==> config.mk <==
export PLATFORM = sky130hd
export DESIGN_NAME = sfc_fault_irq
export DESIGN_NICKNAME = d
export VERILOG_FILES = /design/src/rtl/sfc_pkg.sv /design/src/rtl/sfc_regif.sv /design/src/rtl/sfc_capture.sv /design/src/rtl/sfc_fault_irq.sv
export SDC_FILE = /design/constraint.sdc
export NUM_CORES = 1
export LEC_CHECK = 0
export ABC_AREA = 1
export BUFFER_PORTS_ARGS = -buffer_cell sky130_fd_sc_hd__buf_2
export CORE_ASPECT_RATIO = 1.25
export CORE_MARGIN = 5
export CORE_UTILIZATION = 47
export CTS_CLUSTER_DIAMETER = 120
export CTS_CLUSTER_SIZE = 20
export DETAILED_ROUTE_END_ITERATION = 8
export GPL_TIMING_DRIVEN = 0
export PLACE_DENSITY = 0.8
export SYNTH_ARGS = -nofsm -noshare
export SYNTH_HDL_FRONTEND = slang
export SYNTH_SLANG_ARGS = --single-unit
==> constraint.sdc <==
create_clock -name clk -period 1.3 [get_ports clk]
set_input_delay 0 -clock clk [delete_from_list [all_inputs] [get_ports clk]]
set_output_delay 0 -clock clk [all_outputs]
set_load 0.05 [all_outputs]
==> src/rtl/sfc_pkg.sv <==
package sfc_pkg;
    localparam int unsigned SFC_REG_AW = 12;
    localparam int unsigned SFC_DW     = 32;
    localparam int unsigned SFC_MID_W  = 16;

    // Register offsets decoded by software drivers
    localparam logic [SFC_REG_AW-1:0] OFF_STATUS = 12'h020;
    localparam logic [SFC_REG_AW-1:0] OFF_CLEAR  = 12'h024;
    localparam logic [SFC_REG_AW-1:0] OFF_ENABLE = 12'h028;
    localparam logic [SFC_REG_AW-1:0] OFF_INFO1  = 12'h02C;
    localparam logic [SFC_REG_AW-1:0] OFF_INFO2  = 12'h030;
    localparam logic [SFC_REG_AW-1:0] OFF_SET    = 12'h034;

    // Decoded write strobes from the register port
    typedef struct packed {
        logic clr;
        logic set;
        logic en_wr;
        logic en_val;
    } sfc_wr_t;

    // Packed layout of the second capture word
    typedef struct packed {
        logic [SFC_DW-19:0]    rsvd;
        logic                  cfg_ns;
        logic                  nonsec;
        logic [SFC_MID_W-1:0]  master;
    } sfc_info2_t;
endpackage

==> src/rtl/sfc_regif.sv <==
module sfc_regif
    import sfc_pkg::*;
(
    input  logic                  reg_en,
    input  logic                  reg_wr,
    input  logic [SFC_REG_AW-1:0] reg_addr,
    input  logic [SFC_DW-1:0]     reg_wdata,
    input  logic                  reg_secure,
    input  logic                  status_q,
    input  logic                  enable_q,
    input  logic [SFC_DW-1:0]     info1_q,
    input  logic [SFC_DW-1:0]     info2_q,
    output sfc_wr_t               wr_o,
    output logic [SFC_DW-1:0]     rdata_o
);
    localparam int unsigned WA = SFC_REG_AW - 2;

    logic            acc_ok;
    logic [WA-1:0]   word;

    assign acc_ok = reg_en && reg_secure;
    assign word   = reg_addr[SFC_REG_AW-1:2];

    function automatic logic hit(input logic [WA-1:0] w, input logic [SFC_REG_AW-1:0] off);
        return w == off[SFC_REG_AW-1:2];
    endfunction

    always_comb begin
        wr_o        = '0;
        wr_o.en_val = reg_wdata[0];
        if (acc_ok && reg_wr) begin
            wr_o.clr   = hit(word, OFF_CLEAR) && reg_wdata[0];
            wr_o.set   = hit(word, OFF_SET)   && reg_wdata[0];
            wr_o.en_wr = hit(word, OFF_ENABLE);
        end
    end

    always_comb begin
        rdata_o = '0;
        if (acc_ok && !reg_wr) begin
            if (hit(word, OFF_STATUS))      rdata_o = {{(SFC_DW-1){1'b0}}, status_q};
            else if (hit(word, OFF_ENABLE)) rdata_o = {{(SFC_DW-1){1'b0}}, enable_q};
            else if (hit(word, OFF_INFO1))  rdata_o = info1_q;
            else if (hit(word, OFF_INFO2))  rdata_o = info2_q;
        end
    end

    // without the secure attribute no strobe may fire
    always_comb begin
        if (reg_en && !reg_secure)
            a_nonsec_quiet_r8: assert (!wr_o.clr && !wr_o.set && !wr_o.en_wr && rdata_o == '0);
    end
endmodule

==> src/rtl/sfc_capture.sv <==
module sfc_capture
    import sfc_pkg::*;
#(
    parameter int unsigned ADDR_W = 32
) (
    input  logic                 clk,
    input  logic                 rst_n,
    input  sfc_wr_t              wr_i,
    input  logic                 flt_valid,
    input  logic [ADDR_W-1:0]    flt_addr,
    input  logic [SFC_MID_W-1:0] flt_master,
    input  logic                 flt_nonsec,
    input  logic                 flt_cfg_ns,
    output logic                 status_o,
    output logic                 enable_o,
    output logic [SFC_DW-1:0]    info1_o,
    output logic [SFC_DW-1:0]    info2_o
);
    typedef struct packed {
        logic              status;
        logic              enable;
        logic [SFC_DW-1:0] info1;
        sfc_info2_t        info2;
    } state_t;

    state_t            st_d, st_q;
    logic [SFC_DW-1:0] addr_ext;
    logic              capture;

    generate
        if (ADDR_W < SFC_DW) begin : g_pad
            assign addr_ext = {{(SFC_DW-ADDR_W){1'b0}}, flt_addr};
        end else begin : g_trunc
            assign addr_ext = flt_addr[SFC_DW-1:0];
        end
    endgenerate

    assign capture = flt_valid && !st_q.status;

    always_comb begin
        st_d = st_q;
        if (capture) begin
            st_d.status       = 1'b1;
            st_d.info1        = addr_ext;
            st_d.info2        = '0;
            st_d.info2.master = flt_master;
            st_d.info2.nonsec = flt_nonsec;
            st_d.info2.cfg_ns = flt_cfg_ns;
        end else if (wr_i.clr) begin
            st_d.status = 1'b0;
        end
        if (wr_i.set) st_d.status = 1'b1;
        if (wr_i.en_wr) st_d.enable = wr_i.en_val;
    end

    always_ff @(posedge clk or negedge rst_n) begin
        if (!rst_n) begin
            st_q        <= '0;
            st_q.enable <= 1'b1;
        end else begin
            st_q <= st_d;
        end
    end

    assign status_o = st_q.status;
    assign enable_o = st_q.enable;
    assign info1_o  = st_q.info1;
    assign info2_o  = st_q.info2;

    p_capture_first_r5: assert property (@(posedge clk) disable iff (!rst_n)
        (flt_valid && !status_o) |=> (status_o && info1_o == $past(addr_ext)));
    p_hold_info_r6: assert property (@(posedge clk) disable iff (!rst_n)
        status_o |=> ($stable(info1_o) && $stable(info2_o)));
    p_clear_r3: assert property (@(posedge clk) disable iff (!rst_n)
        (wr_i.clr && !flt_valid) |=> !status_o);
    p_sticky_r3: assert property (@(posedge clk) disable iff (!rst_n)
        (status_o && !wr_i.clr) |=> status_o);
    p_set_r4: assert property (@(posedge clk) disable iff (!rst_n)
        wr_i.set |=> status_o);
    p_capture_wins_r9: assert property (@(posedge clk) disable iff (!rst_n)
        (flt_valid && !status_o && wr_i.clr) |=> status_o);
    p_info2_rsvd_r5: assert property (@(posedge clk) disable iff (!rst_n)
        $changed(info2_o) |-> (info2_o[SFC_DW-1:18] == '0));
endmodule

==> src/rtl/sfc_fault_irq.sv <==
module sfc_fault_irq
    import sfc_pkg::*;
#(
    parameter int unsigned ADDR_W = 32
) (
    input  logic                  clk,
    input  logic                  rst_n,
    input  logic                  reg_en,
    input  logic                  reg_wr,
    input  logic [SFC_REG_AW-1:0] reg_addr,
    input  logic [SFC_DW-1:0]     reg_wdata,
    input  logic                  reg_secure,
    output logic [SFC_DW-1:0]     reg_rdata,
    input  logic                  flt_valid,
    input  logic [ADDR_W-1:0]     flt_addr,
    input  logic [SFC_MID_W-1:0]  flt_master,
    input  logic                  flt_nonsec,
    input  logic                  flt_cfg_ns,
    output logic                  irq
);
    sfc_wr_t           wr;
    logic              status_q, enable_q;
    logic [SFC_DW-1:0] info1_q, info2_q;

    sfc_regif u_regif (
        .reg_en    (reg_en),
        .reg_wr    (reg_wr),
        .reg_addr  (reg_addr),
        .reg_wdata (reg_wdata),
        .reg_secure(reg_secure),
        .status_q  (status_q),
        .enable_q  (enable_q),
        .info1_q   (info1_q),
        .info2_q   (info2_q),
        .wr_o      (wr),
        .rdata_o   (reg_rdata)
    );

    sfc_capture #(.ADDR_W(ADDR_W)) u_capture (
        .clk       (clk),
        .rst_n     (rst_n),
        .wr_i      (wr),
        .flt_valid (flt_valid),
        .flt_addr  (flt_addr),
        .flt_master(flt_master),
        .flt_nonsec(flt_nonsec),
        .flt_cfg_ns(flt_cfg_ns),
        .status_o  (status_q),
        .enable_o  (enable_q),
        .info1_o   (info1_q),
        .info2_o   (info2_q)
    );

    assign irq = status_q && enable_q;

    p_irq_needs_enable_r2: assert property (@(posedge clk) disable iff (!rst_n)
        (wr.en_wr && !wr.en_val) |=> !irq);
    p_irq_on_set_r2: assert property (@(posedge clk) disable iff (!rst_n)
        (wr.set && enable_q) |=> irq);
endmodule

# --- Yosys cells after proc, flatten, opt, wreduce, memory -nomap -nowiden ---
# Index checks and enable logic that the tools add are counted.
classes:
  eq_ne: 6
  n_mux: 9
  reduce_logical: 10
op_table:
  columns: ["cell", "count"]
  rows:
  - ["$mux W32", 4]
  - ["$eq A10 B4 Y1 const B", 6]
  - ["$mux W18", 1]
  - ["$logic_and A1 B1 Y1", 7]
  - ["$mux W1", 3]
  - ["$mux W3", 1]
  - ["$reduce_bool A3 Y1", 1]
  - ["$logic_not A1 Y1", 2]
word_totals:
  output_inout_bits: 33
  inputBits: 100
  regBits: 52
  word_cells: 31

# --- Depth between registers and ports, before layout ---
# Gate-level depths: netlist of the first run.
depth:
  word_depth: 6
  mapped_depth: 10
  mapped_depth_nobuf: 9

# --- By module ---
# From an unflattened synthesis of the first run, not the netlist that was laid out.
unflattened:
  cells_unflattened: 464
  area_unflattened_um2: 3439.5
by_module_without_submodules:
  columns: ["module", "cells_each", "instances", "seq_area_each_um2", "area_per_inst_um2"]
  rows:
  - ["sfc_capture", 242, 1, 1302.5, 2247.2]
  - ["sfc_regif", 220, 1, 0.0, 1184.9]
  - ["sfc_fault_irq", 2, 1, 0.0, 7.5]

# --- Worst setup path after synthesis of the first run ---
# No wires, ideal clock.
synth_timing:
  kind: "input to output"
  from: "input port reg_addr[7]"
  to: "output port reg_rdata[11]"
  arrival_time_ps: 1397
  slack_ps: -97
  t_required_ps: 1300
  path_buffers: 1
  path_stages: 8
  path_cell_list: "nor2_2 > nand2_4 > nor2_4 > nand2_4 > buf_6 > nand2_1 > inv_1 > nor2_1"
synth_via:
  elab_chain_len: 6
  elab_cells_between_ends: 9
  cone_classes: "eq/ne (4); mux (5)"
synth_lines:
  columns: ["element", "line", "rtl"]
  rows:
  - ["start, declared", "sfc_fault_irq.sv:10", "input logic [SFC_REG_AW-1:0] reg_addr,"]
  - ["$eq A10 B4 Y1", "sfc_regif.sv:25", "return w == off[SFC_REG_AW-1:2];"]
  - ["$mux W18", "sfc_regif.sv:44", "else if (hit(word, OFF_INFO2)) rdata_o = info2_q;"]
  - ["$mux W32", "sfc_regif.sv:43", "else if (hit(word, OFF_INFO1)) rdata_o = info1_q;"]
  - ["$mux W32", "sfc_regif.sv:42", "else if (hit(word, OFF_ENABLE)) rdata_o = {{(SFC_DW-1){1'b0}}, enable_q};"]
  - ["$mux W32 *", "sfc_regif.sv:41", "if (hit(word, OFF_STATUS)) rdata_o = {{(SFC_DW-1){1'b0}}, status_q};"]
  - ["$mux W32 *", "sfc_regif.sv:40", "if (acc_ok && !reg_wr) begin"]
  - ["end, declared", "sfc_fault_irq.sv:13", "output logic [SFC_DW-1:0] reg_rdata,"]
# Mark *: on every way between the ends. The rest lies on a longest branch, timed or not.

# --- Worst setup path in the final report of the first run ---
layout_timing:
  from: "register u_capture.st_q (netlist bit u_capture.enable_o)"
  to: "output port reg_rdata[0]"
layout_via:
  elab_chain_len: 3
layout_lines:
  columns: ["element", "line", "rtl"]
  rows:
  - ["start, declared", "sfc_capture.sv:26", "state_t st_d, st_q;"]
  - ["start signal, assigned", "sfc_capture.sv:61", "st_q <= st_d;"]
  - ["$mux W32", "sfc_regif.sv:42", null]
  - ["$mux W32", "sfc_regif.sv:41", null]
  - ["$mux W32", "sfc_regif.sv:40", null]
# No other way between the ends.

==> run summary, run 1 <==
Outcome = complete, but fails checks
Failing checks = negative setup slack
Worst slack, placed = -295 ps
Origin of the critical flop-to-flop path = u_capture.status_o
Mapped Cells = 406
Ys flop type = dfrtp_1
Placer Congestion = 0.839
LEAKAGE = 2.27 nW
Synthesized net count = 506
Max VDD drop = 801 uV
Period Utilization, post-route = 1.00
Area of the multi-input gates = 1370 um2
Port bufs = 99
DP Area = 3510 um2
WL per Instance = 12.8 um
Critical Path Stages = 5
Part of the Yosys area used for sequential elements = 0.453
Largest net degree at the start of global routing = 53
1st-iter DRT viols = 75
Site Rows = 32
Worst setup margin = -2.75 ps
CTS Buf Count = 5
Fin crit period = 1300 ps
CP Launch Point = u_capture.enable_o
CP delay by family, top = flip-flops
Die height = 97.5 um
Latest clock arrival within the worst-skew pair = 310 ps
Power Dens Cells = 1010 nW/um2
Syn Std Cell Area = 2880 um2
Worst-Margin Slew = 695 ps
Setup Skew = 6.19 ps
Vias in the first global route = 3078
H-Tree Depth = 2
Worst EP required = 1300 ps
CP max FO = 3
Register area = 1300 um2
Initial Util = 0.473
Core area = 6090 um2
Setup crit end kind = output port
Fin. Hold Viols = 0
Reg2Reg Depth = 5
Initial antenna violation count = 0
Hold path cells = 4
Slowest stage delay, CP = 560 ps
Post-synth EDFFs = 0
Final setup vio count = 1
Worst-path cell chain = nand3_2 -> nand2_1 -> nor2_1 -> nor2_2 -> buf_6
Final #Nets = 676
Slew Viols, Final = 0
Final-layout fill cell count = 479
Drt drc = 0
Syn. warnings = 0
Syn_area_per_cell = 7.09 um2
Root Buffer = clkbuf_8
Layout cells sized above 1 = 0.334
Die area = 7800 um2
CP max stage cell = dfstp_2
DPL Wire Length = 5.48 mm
Vias after detailed routing = 3042
DR vias/cell = 4.60
Headroom to the max-slew limit = 0.537
Max cap viols = 0
Clock-pin slew on the worst setup and hold paths = 90 ps
Yosys top cell by area = dfrtp_1
GRT Util Overall = 0.221
FMAX = 768 MHz
CTS tree = done
DR pass1 iterations = 4
Arrival time worst endpoint = 1300 ps
Yosys top cell area share = 0.443
Commonest non-fill, non-tap cell in the layout = nand2_1
Routed Antenna Nets = 0
Worst hold path class = primary input to flip-flop
Dpl cells = 590
Final non-filler cell area = 4470 um2
Die width = 80.0 um
Ranking of synthesized cells by area = dfrtp_1 44%, nand2_1 25%, inv_1 5.6%
CP startpoint kind = flip-flop
Bufs and invs on worst path = 1
RSZ-0062 raised after global routing = true
Fin cells = 662
Max clock buf depth = 2
Area Overhead vs Synth = 55.2%
Synthesized flop and latch total = 52
HP Start = reg_addr[2]
Post-synth ARST share = 1.00
Final wirelength = 8.47 mm
Io pins = 133
Clock tree sinks = 52
Most frequent cells in the layout = 187 x nand2_1, 67 x buf_2, 52 x dlygate4sd3_1, 50 x dfrtp_1, 43 x inv_1
Grt total ovfl = 0
First-pass GRT wire length = 13.8 mm
Diode count = 0
Critical path type = flip-flop to output port
Yosys cell types = 27
Post-Route Utilization = 0.734
-- Yosys cell counts (3+ instances only) --
master and number:
nand2_1 189, nor2_4 3, nand2_4 3, buf_2 5, nor2_1 25, nand3_1 21
clkbuf_1 6, dfrtp_1 51, inv_1 43, nor2_2 16, nand2_2 6, o21ai_0 18
-- final timing paths --
check | slack [ps] | end
setup / recovery | -3 | reg_rdata[0]
hold / removal | 40 | u_capture.status_o
setup reg to reg | 90 | u_capture.info2_o[8]
hold reg to reg | 480 | u_capture.info2_o[9]
max in group asynchronous | 490 | u_capture.status_o
min in group asynchronous | 320 | u_capture.info1_o[20]
-- report_power, final --
part	switching, mW	leakage [nW]	internal [mW]
Combinational	0.516	1.57	0.438
Sequential	0.266	0.641	2.14
Clock	0.529	0.0614	0.630
Total	1.31	2.27	3.21
-- layout make-up --
type | instances | area share
multi-input cells | 293 | 0.306
flip-flops and latches | 52 | 0.292
repair buffers | 161 | 0.277
inverters | 46 | 0.0409
plain buffers | 17 | 0.0331
well taps | 85 | 0.0238
clock buffers | 6 | 0.0185
clock inverters | 2 | 0.00868
-- flip-flops by register name, indices dropped and copies added (netlist names) --
register	count
u_capture.enable_o	1
u_capture.info1_o	32
u_capture.info2_o	18
u_capture.status_o	1
-- logic make-up after synthesis --
| logic type | Yosys count | synth area share |
|---|---|---|
| simple gates | 271 | 0.408 |
| buf+inv | 63 | 0.104 |
| flops | 52 | 0.453 |
| compound gates | 20 | 0.0348 |
-- worst min-delay path: cells and delay by family --
| kind | cells | cell delay (ps) |
|---|---|---|
| buffers and inverters | 1 | 140 |
| and+or+nand+nor | 3 | 170 |
-- metrics by stage --
step	hold slack, ps	power [mW]	TNS (ps)
2_1_floorplan	-296	2.87	0
3_3_place_gp	201	3.14	-9720
3_5_place_dp	205	3.20	-9390
4_1_cts	31.8	4.49	-6.63
5_1_grt	56.6	4.81	-184
6_report	37.8	4.52	-2.75
-- layer usage --
layer | GRT usage | up-vias | part of all wire
li1 | - | 1557 | -
met1 | 0.258 | 1364 | 0.38
met2 | 0.387 | 93 | 0.53
met3 | 0.0399 | 28 | 0.050
met4 | 0.0962 | 0 | 0.037
met5 | 0 | - | 0
-- repair_timing --
action / 4_1_cts / 5_1_grt
hold buffers: 52 / 0
gates resized for setup: 35 / 52
setup endpoints to repair: 72 / 129
endpoints found under the hold margin: 102 / 0
gates cloned: 0 / 2
pin swaps: 0 / 7
buffers inserted: 0 / 10
No activity file was read; power rests on OpenSTA's default activity.
==> run 2: changes to the inputs <==
==> constraint.sdc (replaced) <==
create_clock -name clk -period 1.3 [get_ports clk]
set_input_delay 0.26 -clock clk [delete_from_list [all_inputs] [get_ports clk]]
set_output_delay 0.26 -clock clk [all_outputs]
set_load 0.05 [all_outputs]
==> run summary, run 2 (synthesis gave the netlist of run 1 again) <==
Outcome = complete, but fails checks (unchanged)
Failing checks = negative setup slack (unchanged)
Setup Skew = 2.85 ps (was 6.19 ps)
Max reg flops = 32 (unchanged)
RSZ-0062 raised after global routing = true (unchanged)
Final non-filler cell area = 4970 um2 (was 4470 um2)
Site Rows = 32 (unchanged)
CP startpoint kind = primary input (was flip-flop)
Vias after detailed routing = 3148 (was 3042)
Routed Antenna Nets = 0 (unchanged)
Max cap viols = 0 (unchanged)
Worst setup margin = -477 ps (was -2.75 ps)
Final wirelength = 10.6 mm (was 8.47 mm)
Drt drc = 0 (unchanged)
Arrival time worst endpoint = 1520 ps (was 1300 ps)
Worst-Margin Slew = 1160 ps (was 695 ps)
Max VDD drop = 719 uV (was 801 uV)
Final #Nets = 645 (was 676)
Latest clock arrival within the worst-skew pair = 300 ps (was 310 ps)
Met3 WL = 455 um (was 420 um)
CP max stage cell = nand3b_1 (was dfstp_2)
WL per Instance = 16.8 um (was 12.8 um)
M1 WL = 3.86 mm (was 3.26 mm)
Slew Viols, Final = 0 (unchanged)
Final-layout fill cell count = 320 (was 479)
Power Dens Cells = 926 nW/um2 (was 1010 nW/um2)
Critical path type = primary input to output port (was flip-flop to output port)
Final setup vio count = 52 (was 1)
DP Area = 3750 um2 (was 3510 um2)
DR vias/cell = 4.98 (was 4.60)
Vias in the first global route = 3310 (was 3078)
Fin. Hold Viols = 0 (unchanged)
Placer Congestion = 0.818 (was 0.839)
Layout cells sized above 1 = 0.546 (was 0.334)
Area Overhead vs Synth = 72.9% (was 55.2%)
Die width = 80.0 um (unchanged)
Period Utilization, post-route = 1.37 (was 1.00)
Slowest stage delay, CP = 190 ps (was 560 ps)
Most frequent cells in the layout = 133 x nand2_1, 56 x buf_2, 50 x dfrtp_1, 45 x nand2_2, 42 x nor2_4 (was 187 x nand2_1, 67 x buf_2, 52 x dlygate4sd3_1, 50 x dfrtp_1, 43 x inv_1)
Setup crit end kind = output port (unchanged)
LEAKAGE = 2.46 nW (was 2.27 nW)
Worst hold path class = primary input to flip-flop (unchanged)
CTS tree = done (unchanged)
Core area = 6090 um2 (unchanged)
Die height = 97.5 um (unchanged)
WL met2 = 5.86 mm (was 4.49 mm)
DPL Wire Length = 5.87 mm (was 5.48 mm)
CTS Buf Count = 5 (unchanged)
CP max FO = 5 (was 3)
Fin crit period = 1780 ps (was 1300 ps)
Fin cells = 632 (was 662)
Worst EP required = 1040 ps (was 1300 ps)
Initial antenna violation count = 1 (was 0)
Grt total ovfl = 0 (unchanged)
GRT Util Overall = 0.242 (was 0.221)
Port bufs = 99 (unchanged)
Headroom to the max-slew limit = 0.228 (was 0.537)
Worst-path cell chain = buf_6 -> nand3b_1 -> inv_2 -> nand2_8 -> nor2_4 -> buf_6 -> nand2_4 -> nor2_4 -> buf_8 (was nand3_2 -> nand2_1 -> nor2_1 -> nor2_2 -> buf_6)
Worst slack, placed = -648 ps (was -295 ps)
Root Buffer = clkbuf_8 (unchanged)
Clock-pin slew on the worst setup and hold paths = 90 ps (about the same)
Die area = 7800 um2 (unchanged)
Io pins = 133 (unchanged)
DR pass1 iterations = 4 (unchanged)
Initial Util = 0.473 (unchanged)
Dpl cells = 590 (unchanged)
1st-iter DRT viols = 144 (was 75)
Clock tree sinks = 52 (unchanged)
Post-Route Utilization = 0.817 (was 0.734)
Commonest non-fill, non-tap cell in the layout = nand2_1 (unchanged)
Max clock buf depth = 2 (unchanged)
Highest Signal Layer = met4 (unchanged)
Largest net degree at the start of global routing = 53 (unchanged)
FMAX = 563 MHz (was 768 MHz)
First-pass GRT wire length = 15.0 mm (was 13.8 mm)
H-Tree Depth = 2 (unchanged)
==> run 2: worst max-delay path: cells and delay by family <==
kind / cells / cell delay, ps
buffers and inverters: 4 / 580
and+or+nand+nor: 5 / 660
==> run 2: power by group <==
| part | leakage [nW] | switching (mW) | internal [mW] |
|---|---|---|---|
| Clock | 0.0515 | 0.524 | 0.487 |
| Sequential | 0.641 | 0.349 | 2.14 |
| Combinational | 1.77 | 0.638 | 0.467 |
==> run 2: what timing repair did <==
| item | in CTS | in global routing |
|---|---|---|
| pin swaps | 21 | 48 |
| gates cloned | 3 | 4 |
| hold buffers | 0 | 0 |
| gates resized for setup | 143 | 136 |
| buffers inserted | 17 | 9 |
| hold endpoints to repair | 0 | 0 |
| endpoints found under the setup margin | 84 | 78 |
==> run 2: path summary, 6_finish.rpt <==
check | slack [ps] | from | endpoint | cells past startpoint
setup reg to reg | -80 | u_capture.status_o | u_capture.info1_o[2] | 6
hold reg to reg | 480 | u_capture.info2_o[17] | u_capture.info2_o[17] | 2
max in group asynchronous | 340 | rst_n | u_capture.status_o | 1
hold / removal | 140 | flt_master[13] | u_capture.info2_o[13] | 3
setup / recovery | -480 | reg_wr | reg_rdata[13] | 9
min in group asynchronous | 180 | rst_n | u_capture.info1_o[2] | 1
==> run 2: layout make-up <==
class	count	area [um2]	share of cell area
antenna	1	2.50	0.000503
buffer	17	208	0.0418
clock buffer	8	100	0.0201
inverter	46	190	0.0382
multi-input combinational	291	1830	0.368
sequential	52	1300	0.262
tap	85	106	0.0214
timing repair buffer	132	1230	0.248
==> run 2: metal layers <==
metal	track usage	up-vias
li1	-	1499
met1	0.273	1475
met2	0.445	139
met3	0.0343	35
met4	0.0975	0
met5	0	-
==> run 2: metrics by stage <==
stage | power (mW) | setup TNS, ps | hold slack [ps]
after floorplan | 2.92 | -6660 | -35.6
after global routing | 4.86 | -16030 | 150
final | 4.60 | -13490 | 144
after global placement | 3.19 | -29850 | 454
after detailed placement | 3.26 | -31540 | 459
after CTS | 4.32 | -12350 | 142
==> run 3: changes to the inputs <==
- ABC_AREA: 1 -> not set
- CORE_UTILIZATION: 47 -> 44
- CTS_CLUSTER_SIZE: 20 -> not set
- PLACE_DENSITY: 0.8 -> 0.79
==> run summary, run 3 <==
CP Launch Point = reg_addr[10] (was reg_wr)
Syn_area_per_cell = 12.9 um2 (was 7.09 um2)
Fin. Hold Viols = 0 (unchanged)
LEAKAGE = 1.84 nW (was 2.46 nW)
# hold bufs at CTS = 0 (unchanged)
Post-synth top cells = 51 x dfrtp_1, 51 x mux2_2, 20 x nor2_1 (was 189 x nand2_1, 51 x dfrtp_1, 43 x inv_1)
Fin cells = 374 (was 632)
Part of the Yosys area used for sequential elements = 0.534 (was 0.453)
Worst hold path class = primary input to async pin (was primary input to flip-flop)
Critical Path Stages = 7 (was 9)
Worst flop-to-flop path endpoint = u_capture.info1_o[21] (was u_capture.info1_o[2])
Diode count = 0 (was 1)
Final wirelength = 7.16 mm (was 10.6 mm)
CTS Buf Count = 5 (unchanged)
Setup Skew = 10.4 ps (was 2.85 ps)
Mapped Cells = 189 (was 406)
Failing checks = negative setup slack (unchanged)
Port bufs = 97 (was 99)
WL per Instance = 19.1 um (was 16.8 um)
Post-synth ARST share = 1.00 (unchanged)
Syn Std Cell Area = 2440 um2 (was 2880 um2)
Critical path type = primary input to output port (unchanged)
Most used cell, CP = nor4b_4
Outcome = complete, but fails checks (unchanged)
Worst-path cell chain = buf_6 -> nor4b_4 -> nand2_2 -> nor4b_4 -> buf_4 -> and2_4 -> buf_8 (was buf_6 -> nand3b_1 -> inv_2 -> nand2_8 -> nor2_4 -> buf_6 -> nand2_4 -> nor2_4 -> buf_8)
RSZ-0062 raised after global routing = true (unchanged)
Routed Antenna Nets = 0 (unchanged)
1st-iter DRT viols = 34 (was 144)
Slowest stage delay, CP = 330 ps (was 190 ps)
Bufs and invs on worst path = 3 (was 4)
Max clock buf depth = 2 (unchanged)
First-pass GRT wire length = 11.0 mm (was 15.0 mm)
Max VDD drop = 707 uV (was 719 uV)
Die height = 93.3 um (was 97.5 um)
Die width = 76.6 um (was 80.0 um)
Pwr Total = 3.53 mW (was 4.60 mW)
Synthesized flop and latch total = 52 (unchanged)
DPL Wire Length = 4.45 mm (was 5.87 mm)
CP startpoint kind = primary input (unchanged)
Grt total ovfl = 0 (unchanged)
Yosys top cell area share = 0.523 (was 0.443)
Vias in the first global route = 2235 (was 3310)
Critical Path End = reg_rdata[18] (was reg_rdata[13])
Yosys cell types = 25 (was 27)
Largest net degree at the start of global routing = 53 (unchanged)
Arrival time worst endpoint = 1580 ps (was 1520 ps)
Drt drc = 0 (unchanged)
Origin of the critical flop-to-flop path = u_capture.status_o (unchanged)
Dpl cells = 350 (was 590)
Setup crit end kind = output port (unchanged)
Max cap viols = 0 (unchanged)
Slew Viols, Final = 0 (unchanged)
Initial Util = 0.452 (was 0.473)
FMAX = 544 MHz (was 563 MHz)
Final #Nets = 409 (was 645)
Final setup vio count = 82 (was 52)
Ranking of synthesized cells by area = dfrtp_1 52%, mux2_2 24%, a22oi_1 5.5% (was dfrtp_1 44%, nand2_1 25%, inv_1 5.6%)
Yosys top cell by area = dfrtp_1 (unchanged)
Reg2Reg Depth = 4 (was 6)
Io pins = 133 (unchanged)
Highest Signal Layer = met5 (was met4)
Met3 WL = 369 um (was 455 um)
Die area = 7150 um2 (was 7800 um2)
Worst setup margin = -538 ps (was -477 ps)
Syn. warnings = 0 (unchanged)
Layout cells sized above 1 = 0.745 (was 0.546)
Latest clock arrival within the worst-skew pair = 310 ps (was 300 ps)
Ys flop type = dfrtp_1 (unchanged)
Commonest non-fill, non-tap cell in the layout = buf_2 (was nand2_1)
Fin crit period = 1840 ps (was 1780 ps)
FF-to-FF setup slack = -100 ps (was -80 ps)
Clock tree sinks = 52 (unchanged)
CP max FO = 4 (was 5)
CP delay by family, top = simple AND/OR/NAND/NOR gates (unchanged)
CTS tree = done (unchanged)
Max reg flops = 32 (unchanged)
Period Utilization, post-route = 1.41 (was 1.37)
Placer Congestion = 0.718 (was 0.818)
CP max stage cell = nor4b_4 (was nand3b_1)
H-Tree Depth = 2 (unchanged)
Power Dens Cells = 866 nW/um2 (was 926 nW/um2)
Headroom to the max-slew limit = 0.223 (was 0.228)
GRT Util Overall = 0.192 (was 0.242)
Clock-pin slew on the worst setup and hold paths = 100 ps (was 90 ps)
WL met2 = 3.93 mm (was 5.86 mm)
Site Rows = 30 (was 32)
DR pass1 iterations = 4 (unchanged)
Worst-Margin Slew = 1170 ps (was 1160 ps)
Vias after detailed routing = 1979 (was 3148)
Core area = 5410 um2 (was 6090 um2)
Worst EP required = 1040 ps (about the same)
Root Buffer = clkbuf_8 (unchanged)
Initial antenna violation count = 1 (unchanged)
Most frequent cells in the layout = 64 x buf_2, 51 x dfrtp_1, 39 x mux2_4, 21 x buf_6, 21 x buf_8 (was 133 x nand2_1, 56 x buf_2, 50 x dfrtp_1, 45 x nand2_2, 42 x nor2_4)
Area Overhead vs Synth = 67.1% (was 72.9%)
M1 WL = 2.75 mm (was 3.86 mm)
Post-synth EDFFs = 0 (unchanged)
Synthesized net count = 289 (was 506)
DR vias/cell = 5.29 (was 4.98)
## run 3: stage by stage
step | cell area [um2] | utilization | hold slack [ps] | setup WS [ps] | TNS, ps
floorplan | 2630 | - | -35.6 | -397 | -12020
global placement | 3200 | 0.592 | 483 | -861 | -27000
detailed placement | 3200 | 0.592 | 491 | -881 | -29170
CTS | 3880 | 0.717 | 181 | -597 | -18520
global route | 4080 | 0.755 | 172 | -597 | -22010
finish | 4080 | 0.755 | 176 | -538 | -17810
## run 3: layer usage
| metal | GRT usage | vias to the layer above |
|---|---|---|
| li1 | - | 909 |
| met1 | 0.217 | 991 |
| met2 | 0.353 | 66 |
| met3 | 0.0491 | 11 |
| met4 | 0.0569 | 2 |
| met5 | 0 | - |
## run 3: where the power goes
group,switching (mW),leakage [nW],internal (mW)
Clock,0.526,0.0524,0.577
Sequential,0.106,0.638,1.80
Combinational,0.200,1.15,0.323
## run 3: final cells by class
type | count | area [um2]
Buffer | 12 | 169
Clock buffer | 7 | 76.3
Clock inverter | 1 | 30.0
Fill cell | 334 | 1330
Inverter | 2 | 7.51
Multi-Input combinational cell | 123 | 1440
Sequential cell | 52 | 1300
Tap cell | 64 | 80.1
Timing Repair Buffer | 113 | 972
## run 3: worst min-delay path by stage
stage	endpoint	startpoint	cells past startpoint	slack, ps
6_report	u_capture.info1_o[10]	rst_n	1	180
4_1_cts	u_capture.info1_o[8]	flt_addr[8]	2	180
3_5_place_dp	u_capture.info1_o[19]	u_capture.info1_o[19]	1	490
2_1_floorplan	u_capture.info1_o[0]	rst_n	0	-40
3_3_place_gp	u_capture.info1_o[31]	u_capture.info1_o[31]	1	480
5_1_grt	u_capture.info1_o[8]	flt_addr[8]	2	170
## run 3: kinds of logic (layout without fill, tap and decap cells)
group	count (synthesis)	after routing	share of synthesized area
buf+inv	14	135	0.0318
mux	52	52	0.239
compound gates	21	21	0.0677
simple gates	50	50	0.128
flops	52	52	0.534
## run 3: repair_timing
item,in CTS,in global routing
setup endpoints to repair,83,84
pin swaps,16,2
cloned,2,4
setup buffers,8,2
resized for setup,138,31
